===== src/rtl/esi_pkg.sv =====
package esi_pkg;
   localparam int EN_W = 8;
   localparam int NLVL = 5;
   localparam logic [EN_W-1:0] EN_DEFAULT = 8'hF8;
   // enable / status bit positions
   localparam int B_BRK  = 7;
   localparam int B_TXU  = 6;
   localparam int B_CTS  = 5;
   localparam int B_SH   = 4;
   localparam int B_DCD  = 3;
   localparam int B_FIFO = 2;
   localparam int B_ZC   = 1;
   localparam int B_ALT  = 0;
   localparam int LVL_LO = B_DCD;
   // level vector order {brk, txu, cts, sh, dcd} matches enable bits 7..3
   typedef logic [NLVL-1:0] lvl_t;
   typedef logic [EN_W-1:0] en_t;
endpackage


===== src/rtl/esi_sync.sv =====
module esi_sync #(
   parameter int STAGES = 2,
   parameter int W      = 3
) (
   input  logic         clk,
   input  logic         rst_n,
   input  logic [W-1:0] d_i,
   output logic [W-1:0] q_o
);
   logic [W-1:0] pipe [STAGES];

   if (STAGES < 2) begin : g_bad_depth
      $error("esi_sync: STAGES must be at least 2");
   end

   for (genvar g = 0; g < STAGES; g++) begin : g_stage
      if (g == 0) begin : g_first
         always_ff @(posedge clk or negedge rst_n) begin
            if (!rst_n) pipe[g] <= '0;
            else        pipe[g] <= d_i;
         end
      end else begin : g_next
         always_ff @(posedge clk or negedge rst_n) begin
            if (!rst_n) pipe[g] <= '0;
            else        pipe[g] <= pipe[g-1];
         end
      end
   end

   assign q_o = pipe[STAGES-1];
endmodule


===== src/rtl/esi_enreg.sv =====
module esi_enreg
   import esi_pkg::*;
(
   input  logic clk,
   input  logic rst_n,
   input  logic chan_rst_i,
   input  logic wr_en_i,
   input  en_t  wr_data_i,
   output en_t  en_q
);
   always_ff @(posedge clk or negedge rst_n) begin
      if (!rst_n)          en_q <= EN_DEFAULT;
      else if (chan_rst_i) en_q <= EN_DEFAULT;
      else if (wr_en_i)    en_q <= wr_data_i;
   end

   AST_CHAN_RST_DEFAULT: assert property (@(posedge clk) disable iff (!rst_n)
      chan_rst_i |=> (en_q == EN_DEFAULT));
   AST_WRITE_LOADS: assert property (@(posedge clk) disable iff (!rst_n)
      (wr_en_i && !chan_rst_i) |=> (en_q == $past(wr_data_i)));
endmodule


===== src/rtl/esi_detect.sv =====
module esi_detect
   import esi_pkg::*;
(
   input  logic clk,
   input  logic rst_n,
   input  logic chan_rst_i,
   input  logic clr_i,
   input  lvl_t live_i,
   input  lvl_t en_lvl_i,
   input  logic zc_pulse_i,
   input  logic zc_en_i,
   output logic pend_o,
   output lvl_t snap_o,
   output logic zc_flag_o
);
   logic pend_q;
   lvl_t snap_q;
   logic zc_flag_q;
   logic trig;

   assign trig = !pend_q && ((|((live_i ^ snap_q) & en_lvl_i)) || zc_flag_q);

   // snapshot follows the live levels until an interrupt is pending
   always_ff @(posedge clk or negedge rst_n) begin
      if (!rst_n)       snap_q <= '0;
      else if (!pend_q) snap_q <= live_i;
   end

   always_ff @(posedge clk or negedge rst_n) begin
      if (!rst_n)                    pend_q <= 1'b0;
      else if (chan_rst_i || clr_i)  pend_q <= 1'b0;
      else if (trig)                 pend_q <= 1'b1;
   end

   // zero-count event flag: a new pulse wins over the reset command
   always_ff @(posedge clk or negedge rst_n) begin
      if (!rst_n)                      zc_flag_q <= 1'b0;
      else if (chan_rst_i)             zc_flag_q <= 1'b0;
      else if (zc_pulse_i && zc_en_i)  zc_flag_q <= 1'b1;
      else if (clr_i)                  zc_flag_q <= 1'b0;
   end

   assign pend_o    = pend_q;
   assign snap_o    = snap_q;
   assign zc_flag_o = zc_flag_q;

   AST_RAISE_CAUSE: assert property (@(posedge clk) disable iff (!rst_n)
      $rose(pend_q) |-> $past((|((live_i ^ snap_q) & en_lvl_i)) || zc_flag_q));
   AST_SNAP_FROZEN: assert property (@(posedge clk) disable iff (!rst_n)
      pend_q |=> $stable(snap_q));
   AST_CLEAR: assert property (@(posedge clk) disable iff (!rst_n)
      (clr_i || chan_rst_i) |=> !pend_q);
   AST_PEND_HOLD: assert property (@(posedge clk) disable iff (!rst_n)
      (pend_q && !clr_i && !chan_rst_i) |=> pend_q);
   AST_ZC_CAPTURE: assert property (@(posedge clk) disable iff (!rst_n)
      (zc_pulse_i && zc_en_i && !chan_rst_i) |=> zc_flag_q);
endmodule


===== src/rtl/extstat_irq.sv =====
module extstat_irq
   import esi_pkg::*;
#(
   parameter int SYNC_STAGES = 2
) (
   input  logic       clk,
   input  logic       rst_n,
   input  logic       chan_rst_i,
   input  logic       wr_en_i,
   input  logic [7:0] wr_data_i,
   output logic [7:0] en_o,
   input  logic       brk_abort_i,
   input  logic       tx_undr_i,
   input  logic       hunt_i,
   input  logic       cts_pin_i,
   input  logic       dcd_pin_i,
   input  logic       sync_pin_i,
   input  logic       zcount_i,
   input  logic       async_mode_i,
   input  logic       sdlc_mode_i,
   input  logic       es_reset_i,
   input  logic       tx_empty_i,
   input  logic       rx_avail_i,
   output logic [7:0] status_o,
   output logic       irq_o,
   output logic       fifo_en_o,
   output logic       alt_wr_o
);
   localparam int NPIN = 3;

   en_t             en_q;
   logic [NPIN-1:0] pins_raw, pins_s;
   logic            cts_s, dcd_s, sync_s, sh_lvl;
   lvl_t            live, snap;
   logic            pend, zc_flag;

   esi_enreg i_enreg (
      .clk        (clk),
      .rst_n      (rst_n),
      .chan_rst_i (chan_rst_i),
      .wr_en_i    (wr_en_i),
      .wr_data_i  (wr_data_i),
      .en_q       (en_q)
   );

   assign pins_raw = {cts_pin_i, dcd_pin_i, sync_pin_i};

   esi_sync #(.STAGES(SYNC_STAGES), .W(NPIN)) i_sync (
      .clk   (clk),
      .rst_n (rst_n),
      .d_i   (pins_raw),
      .q_o   (pins_s)
   );

   assign {cts_s, dcd_s, sync_s} = pins_s;
   assign sh_lvl = async_mode_i ? sync_s : hunt_i;
   assign live   = {brk_abort_i, tx_undr_i, cts_s, sh_lvl, dcd_s};

   esi_detect i_detect (
      .clk        (clk),
      .rst_n      (rst_n),
      .chan_rst_i (chan_rst_i),
      .clr_i      (es_reset_i),
      .live_i     (live),
      .en_lvl_i   (en_q[B_BRK:LVL_LO]),
      .zc_pulse_i (zcount_i),
      .zc_en_i    (en_q[B_ZC]),
      .pend_o     (pend),
      .snap_o     (snap),
      .zc_flag_o  (zc_flag)
   );

   always_comb begin
      status_o               = '0;
      status_o[B_BRK:LVL_LO] = pend ? snap : live;
      status_o[B_FIFO]       = tx_empty_i;
      status_o[B_ZC]         = zc_flag;
      status_o[B_ALT]        = rx_avail_i;
   end

   assign en_o      = en_q;
   assign irq_o     = pend;
   assign fifo_en_o = en_q[B_FIFO] & sdlc_mode_i;
   assign alt_wr_o  = en_q[B_ALT];

   AST_STATUS_FROZEN: assert property (@(posedge clk) disable iff (!rst_n)
      (irq_o && $past(irq_o)) |-> $stable(status_o[B_BRK:LVL_LO]));
endmodule


===== config.mk =====
export PLATFORM = sky130hd
export DESIGN_NAME = extstat_irq
export DESIGN_NICKNAME = d
export VERILOG_FILES = /design/src/rtl/esi_pkg.sv /design/src/rtl/esi_sync.sv /design/src/rtl/esi_enreg.sv /design/src/rtl/esi_detect.sv /design/src/rtl/extstat_irq.sv
export SDC_FILE = /design/constraint.sdc
export NUM_CORES = 1
export LEC_CHECK = 0
export BUFFER_PORTS_ARGS = -buffer_cell sky130_fd_sc_hd__buf_2
export CAP_MARGIN = 30
export CORE_UTILIZATION = 30
export CTS_BUF_LIST = sky130_fd_sc_hd__clkbuf_8
export DETAILED_ROUTE_END_ITERATION = 12
export PLACE_DENSITY = 0.64
export REMOVE_ABC_BUFFERS = 1
export SLEW_MARGIN = 20
export SYNTH_ARGS = -nofsm -noshare
export SYNTH_HDL_FRONTEND = slang
export SYNTH_SLANG_ARGS = --single-unit

===== constraint.sdc =====
create_clock -name clk -period 1.8 [get_ports clk]
set_clock_uncertainty 0.05 [all_clocks]
set_input_delay 0.27 -clock clk [delete_from_list [all_inputs] [get_ports clk]]
set_output_delay 0.27 -clock clk [all_outputs]
set_load 0.005 [all_outputs]

==> results of run 1 <==
logic make-up after synthesis:
group | Yosys count | synth area share
buffers and inverters | 9 | 0.0615
AO/OA/AOI/OAI | 9 | 0.0858
flip-flops | 21 | 0.608
AND/OR/NAND/NOR | 13 | 0.0787
XOR/XNOR | 4 | 0.0401
multiplexers | 10 | 0.126
area by class of cell:
| class | count | area [sq um] |
|---|---|---|
| clock buffer | 3 | 41.3 |
| sequential | 21 | 532 |
| tap | 31 | 38.8 |
| fill | 281 | 1650 |
| multi-input combinational | 36 | 289 |
| inverter | 1 | 3.75 |
| clock inverter | 1 | 3.75 |
| timing repair buffer | 39 | 200 |
synth_stat cells (all sizes together):
cell / instances / area [sq um]
dfrtp: 16 / 400
buf: 6 / 42.5
a211o: 5 / 43.8
dfstp: 5 / 131
mux2: 5 / 60.1
mux2i: 5 / 50.1
nor2b: 5 / 31.3
xor2: 4 / 35.0
nor2: 3 / 11.3
clkbuf: 2 / 7.51
nand2: 2 / 7.51
nand2b: 2 / 12.5
a211oi: 1 / 7.51
a21oi: 1 / 5.00
a222oi: 1 / 10.0
a311oi: 1 / 8.76
and2: 1 / 6.26
inv: 1 / 3.75
final timing paths:
| path | slack (ps) | endpoint |
|---|---|---|
| worst max-delay path | 200 | status_o[3] |
| worst min-delay path | 70 | i_sync.pipe[4] |
| worst max register to register | 540 | i_detect.pend_o |
| worst min register to register | 300 | i_sync.q_o[2] |
| max in group asynchronous | 910 | i_enreg.en_q[4] |
| min in group asynchronous | 450 | i_enreg.en_q[2] |
routing by layer:
layer / part of all wire / vias to the layer above / GRT usage
li1: - / 290 / -
met1: 0.40 / 294 / 0.133
met2: 0.54 / 16 / 0.199
met3: 0.050 / 2 / 0.0326
met4: 0.0081 / 0 / 0.0523
met5: 0 / - / 0
metrics by stage:
stage	hold WS, ps	worst slack, ps	total power (W)	util
detailed placement	197	466	0.000679	0.382
CTS	66.7	182	0.000969	0.402
global placement	195	484	0.000674	0.382
global route	53.8	139	0.00102	0.402
floorplan	-75.6	619	0.000600	-
finish	71.8	202	0.000954	0.402
state kept, by name, summed over array words and instances (netlist names):
register            cells
i_detect.pend_o         1
i_detect.zc_flag_o      1
i_sync.pipe             3
i_enreg.en_q            8
i_detect.snap_o         5
i_sync.q_o              3
power groups by stage:
stage / Combinational (W) / Sequential (W) / Clock [W]
4_1_cts: 0.000139 / 0.000534 / 0.000296
2_1_floorplan: 0.0000616 / 0.000538 / 0
5_1_grt: 0.000151 / 0.000537 / 0.000326
3_3_place_gp: 0.000134 / 0.000540 / 0
3_5_place_dp: 0.000136 / 0.000542 / 0
6_report: 0.000135 / 0.000533 / 0.000286
==> key figures, run 1 <==
Power
  – Cell area power density: 861 mW/mm^2
  – Cell-internal power: 0.000737 W
  – VDD IR max: 0.459 mV
  – Psw: 0.000217 W
  – Comb power frac: 0.142
  – Sequential power share: 0.558
  – Leakage: 0.556 nW
  – Switching power share of the total: 0.227
  – Clk pwr share: 0.300

Critical path
  – CP Buf/Inv Count: 1
  – CP max-delay cell: dfrtp_1
  – CP delay by family, top: flip-flops
  – Crit-path max FO: 7
  – FF-to-FF Start: i_sync.q_o[0]
  – Stages on worst setup path: 2
  – Endpoint type of the worst setup path: output port
  – Crit path largest cell delay: just over 500 ps
  – FF-to-FF path depth: 3
  – Critical Path, Cell by Cell: mux2_2 > buf_2
  – Critical Path AT: 1280 ps
  – Critical path launch point type: flop
  – Crit path required time: 1480 ps
  – Setup Crit Path Kind: reg2out
  – Critical Path Source: i_detect.pend_o

Clock tree
  – Sink Count: 21
  – Clk_lat worst skew: 250 ps
  – Clk slew on worst S/H paths: 70 ps
  – CTS root buffer: clkbuf_8
  – Post-CTS setup buffer count: 0
  – CTS tree: built
  – Max Root-Sink Buffers: 2
  – H-tree level count: 1
  – CTS buffer count: 3
  – Post-CTS Hold Buffers: 1
  – Post-CTS sizing: 0

STA
  – Maximum achievable frequency: between 0.6 and 0.7 GHz
  – Fin crit period: 1600 ps
  – RSZ-0062 raised after global routing: no
  – Hold Fails Final Rpt: 0
  – Worst Max-Slew Pin Slew: approximately 450 ps
  – Max-slew violations: 0
  – Total negative slack: 0 ps
  – Final worst path period share: 0.888
  – Slew Limit Headroom: 0.700
  – Final count of negative-setup-slack endpoints: 0

GRT
  – Antenna violations before repair: 0
  – Number of global-route vias before repair: 633
  – Largest net degree at the start of global routing: 22
  – GRT overflow: 0
  – GRT Total Usage: 0.116
  – First-pass GRT wire length: between 2 and 3 mm

Die
  – Die height: roughly 56 microns
  – Core area: around 0.0028 sq mm
  – Die area: 0.00314 sq mm
  – Initial core utilization: 0.317
  – Die Width: 56.0 microns
  – Ports: 43
  – # rows: 19

Cells and area
  – Post-Layout Inst Area: 0.00111 sq mm
  – Share of layout cells above drive strength 1: 0.505
  – Diodes inserted: 0
  – Most frequent cells in the layout: 38 x buf_2, 16 x dfrtp_1
  – P&R area growth vs syn: 26.8%
  – Non-Filler Instances: 132
  – Most common cell after layout, fill and taps aside: buf_2
  – Nets: ~130

Placement
  – Detailed Place HPWL: 1.25 mm
  – Area after DPL: ~0.0011 sq mm
  – Port bufs: 38
  – Placer congestion estimate: roughly 0.71
  – Placed insts: 127

Drt
  – Post-route ant nets: 0
  – Wire length per cell: 12.2 microns
  – Drt via density: 4.56
  – DR DRC count: 0
  – Drt pass-1 iters: 4
  – Post-Route WL: 1.61 mm
  – DR iter-0 viols: 8
  – DR vias: 602

Synth
  – Cell variety after synth: 20
  – Synth warnings: 0
  – Flops & latches, synth: 21
  – Post-Syn Area: 875 sq um
  – Syn_area_per_cell: 13.3 sq um
  – Cell count after synthesis: 66
  – Register area share after synthesis: 0.608

Worst hold path
  – Hold depth: 1
  – Hold WC Path Type: in2reg
  – Hold Startpoint: dcd_pin_i

Flow run
  – Max-cap violation count: 0

Run status
  – Run status: finished, final reports clean
Power figures use the tool's default switching activity.
==> run 2: changes to the inputs <==
Settings changed: RECOVER_POWER from default to 50.
==> run 2 against run 1 <==
Compared with the run above:
- cell area fell by 0.11%
- critical path depth did not move
- wire length fell by 0.44%
- critical path type unchanged
- sequential power barely moved
- core utilization barely moved
- final cell count did not move
- power fell by 0.54%
- fmax barely moved
- highest routed layer unchanged
==> key figures, run 2 (synthesized netlist as in run 1, its figures left out) <==
Drt
  – Wire length per cell: 12.1 microns (-0.44%)
  – Post-route ant nets: 0 (unchanged)
  – DR vias: 600 (-0.33%)
  – DR iter-0 viols: 5 (-3)
  – Drt pass-1 iters: 4 (unchanged)
  – Drt via density: 4.55 (-0.33%)
  – DR DRC count: 0 (unchanged)
  – Post-Route WL: 1.60 mm (-0.44%)

Cells and area
  – Non-Filler Instances: 132 (unchanged)
  – P&R area growth vs syn: 26.6%
  – Nets: 126 (unchanged)
  – Most common cell after layout, fill and taps aside: buf_2
  – Diodes inserted: 0 (unchanged)
  – Max FFs per register: 8 (unchanged)
  – Most frequent cells in the layout: 37 x buf_2, 16 x dfrtp_1
  – # fillers: 281 (unchanged)
  – Share of layout cells above drive strength 1: 0.446 (-0.0594)
  – Largest Register: i_enreg.en_q

Clock tree
  – Clk slew on worst S/H paths: 70 ps (about the same)
  – CTS root buffer: clkbuf_8
  – Max Root-Sink Buffers: 2 (unchanged)
  – Post-CTS setup buffer count: 0 (unchanged)
  – Clk_lat worst skew: 250 ps (about the same)
  – CTS buffer count: 3 (unchanged)
  – CTS tree: built
  – Sink Count: 21 (unchanged)
  – H-tree level count: 1 (unchanged)
  – Post-CTS Hold Buffers: 1 (unchanged)
  – Post-CTS sizing: 0 (unchanged)

Critical path
  – Critical Path AT: 1280 ps (about the same)
  – Critical Path, Cell by Cell: mux2_2 > buf_2
  – Endpoint type of the worst setup path: output port
  – Critical path launch point type: flop
  – Crit path required time: 1480 ps (about the same)
  – Crit-path max FO: 7 (unchanged)
  – CP max-delay cell: dfrtp_1
  – Setup Crit Path Kind: reg2out
  – Crit path largest cell delay: 510 ps (about the same)

Placement
  – Placer congestion estimate: 0.710 (unchanged)
  – Port bufs: 38 (unchanged)
  – Placed insts: 127 (unchanged)
  – Detailed Place HPWL: 1.25 mm (unchanged)

STA
  – Final count of negative-setup-slack endpoints: 0 (unchanged)
  – Maximum achievable frequency: 0.626 GHz (about the same)
  – Max-slew violations: 0 (unchanged)
  – RSZ-0062 raised after global routing: no
  – Worst Max-Slew Pin Slew: 1080 ps (+634 ps)
  – Total negative slack: 0 ps (unchanged)
  – Slew Limit Headroom: 0.277 (-0.423)
  – Final worst path period share: 0.887 (about the same)
  – Hold Fails Final Rpt: 0 (unchanged)
  – Fin crit period: 1600 ps (-0.00600 ps)

GRT
  – Antenna violations before repair: 0 (unchanged)
  – Number of global-route vias before repair: 633 (unchanged)
  – Largest net degree at the start of global routing: 22 (unchanged)
  – GRT Total Usage: 0.116 (unchanged)
  – GRT overflow: 0 (unchanged)
  – First-pass GRT wire length: 2.80 mm (unchanged)

Power
  – Pwr Total: 0.000949 W (-0.54%)
  – Cell area power density: 857 mW/mm^2 (-0.42%)
  – Leakage: 0.548 nW (-1.4%)
  – VDD IR max: 0.457 mV (-0.53%)

Die
  – Die Width: 56.0 microns (unchanged)
  – Die height: 56.0 microns (unchanged)
  – Initial core utilization: 0.317 (unchanged)
  – Core area: 0.00276 sq mm (unchanged)
  – # rows: 19 (unchanged)
  – Die area: 0.00314 sq mm (unchanged)
  – Ports: 43 (unchanged)

Worst hold path
  – Hold WC Path Type: in2reg

Flow run
  – Max-cap violation count: 0 (unchanged)

Run status
  – Run status: finished, final reports clean
run 2: final timing paths:
| kind | from | end | slack [ps] | depth (start not counted) |
|---|---|---|---|---|
| setup / recovery | i_detect.pend_o | status_o[3] | 200 | 2 |
| hold / removal | dcd_pin_i | i_sync.pipe[4] | 70 | 1 |
| setup reg to reg | i_sync.q_o[0] | i_detect.pend_o | 540 | 3 |
| hold reg to reg | i_sync.pipe[5] | i_sync.q_o[2] | 300 | 0 |
| max in group asynchronous | rst_n | i_detect.snap_o[2] | 360 | 2 |
| min in group asynchronous | rst_n | i_enreg.en_q[2] | 690 | 2 |
run 2: stage by stage:
stage | hold slack [ps] | area [sq um] | util | worst slack [ps]
finish | 71.8 | 1110 | 0.402 | 203
global route | 53.9 | 1110 | 0.402 | 101
floorplan | -75.6 | 825 | - | 619
detailed placement | 197 | 1050 | 0.382 | 466
CTS | 66.7 | 1110 | 0.402 | 182
global placement | 195 | 1050 | 0.382 | 484
run 2: worst max-delay path: cells and delay by family (launching register included):
family                 cells  cell delay (ps)
buffers and inverters      1              130
flip-flops                 1              510
multiplexers               1              390
run 2: final cells by class:
cell class	count	area, sq um	area share
Sequential cell	21	532	0.480
Multi-Input combinational cell	36	289	0.261
Timing Repair Buffer	39	199	0.180
Clock buffer	3	41.3	0.0373
Tap cell	31	38.8	0.0350
Clock inverter	1	3.75	0.00339
Inverter	1	3.75	0.00339
run 2: where the power goes:
group / total [W] / leakage [nW] / internal (W) / switching [W]
combinational: 0.000135 / 0.279 / 0.0000760 / 0.0000586
sequential: 0.000530 / 0.242 / 0.000507 / 0.0000234
clock: 0.000285 / 0.0269 / 0.000151 / 0.000133
total: 0.000949 / 0.548 / 0.000734 / 0.000215
run 2: layer usage:
metal / GRT usage / wire length (microns) / part of all wire / up-vias
met5: 0 / 0 / 0 / -
met4: 0.0523 / 13 / 0.0081 / 0
met3: 0.0326 / 80 / 0.050 / 2
met2: 0.199 / 867 / 0.54 / 16
met1: 0.133 / 639 / 0.40 / 291
li1: - / - / - / 291
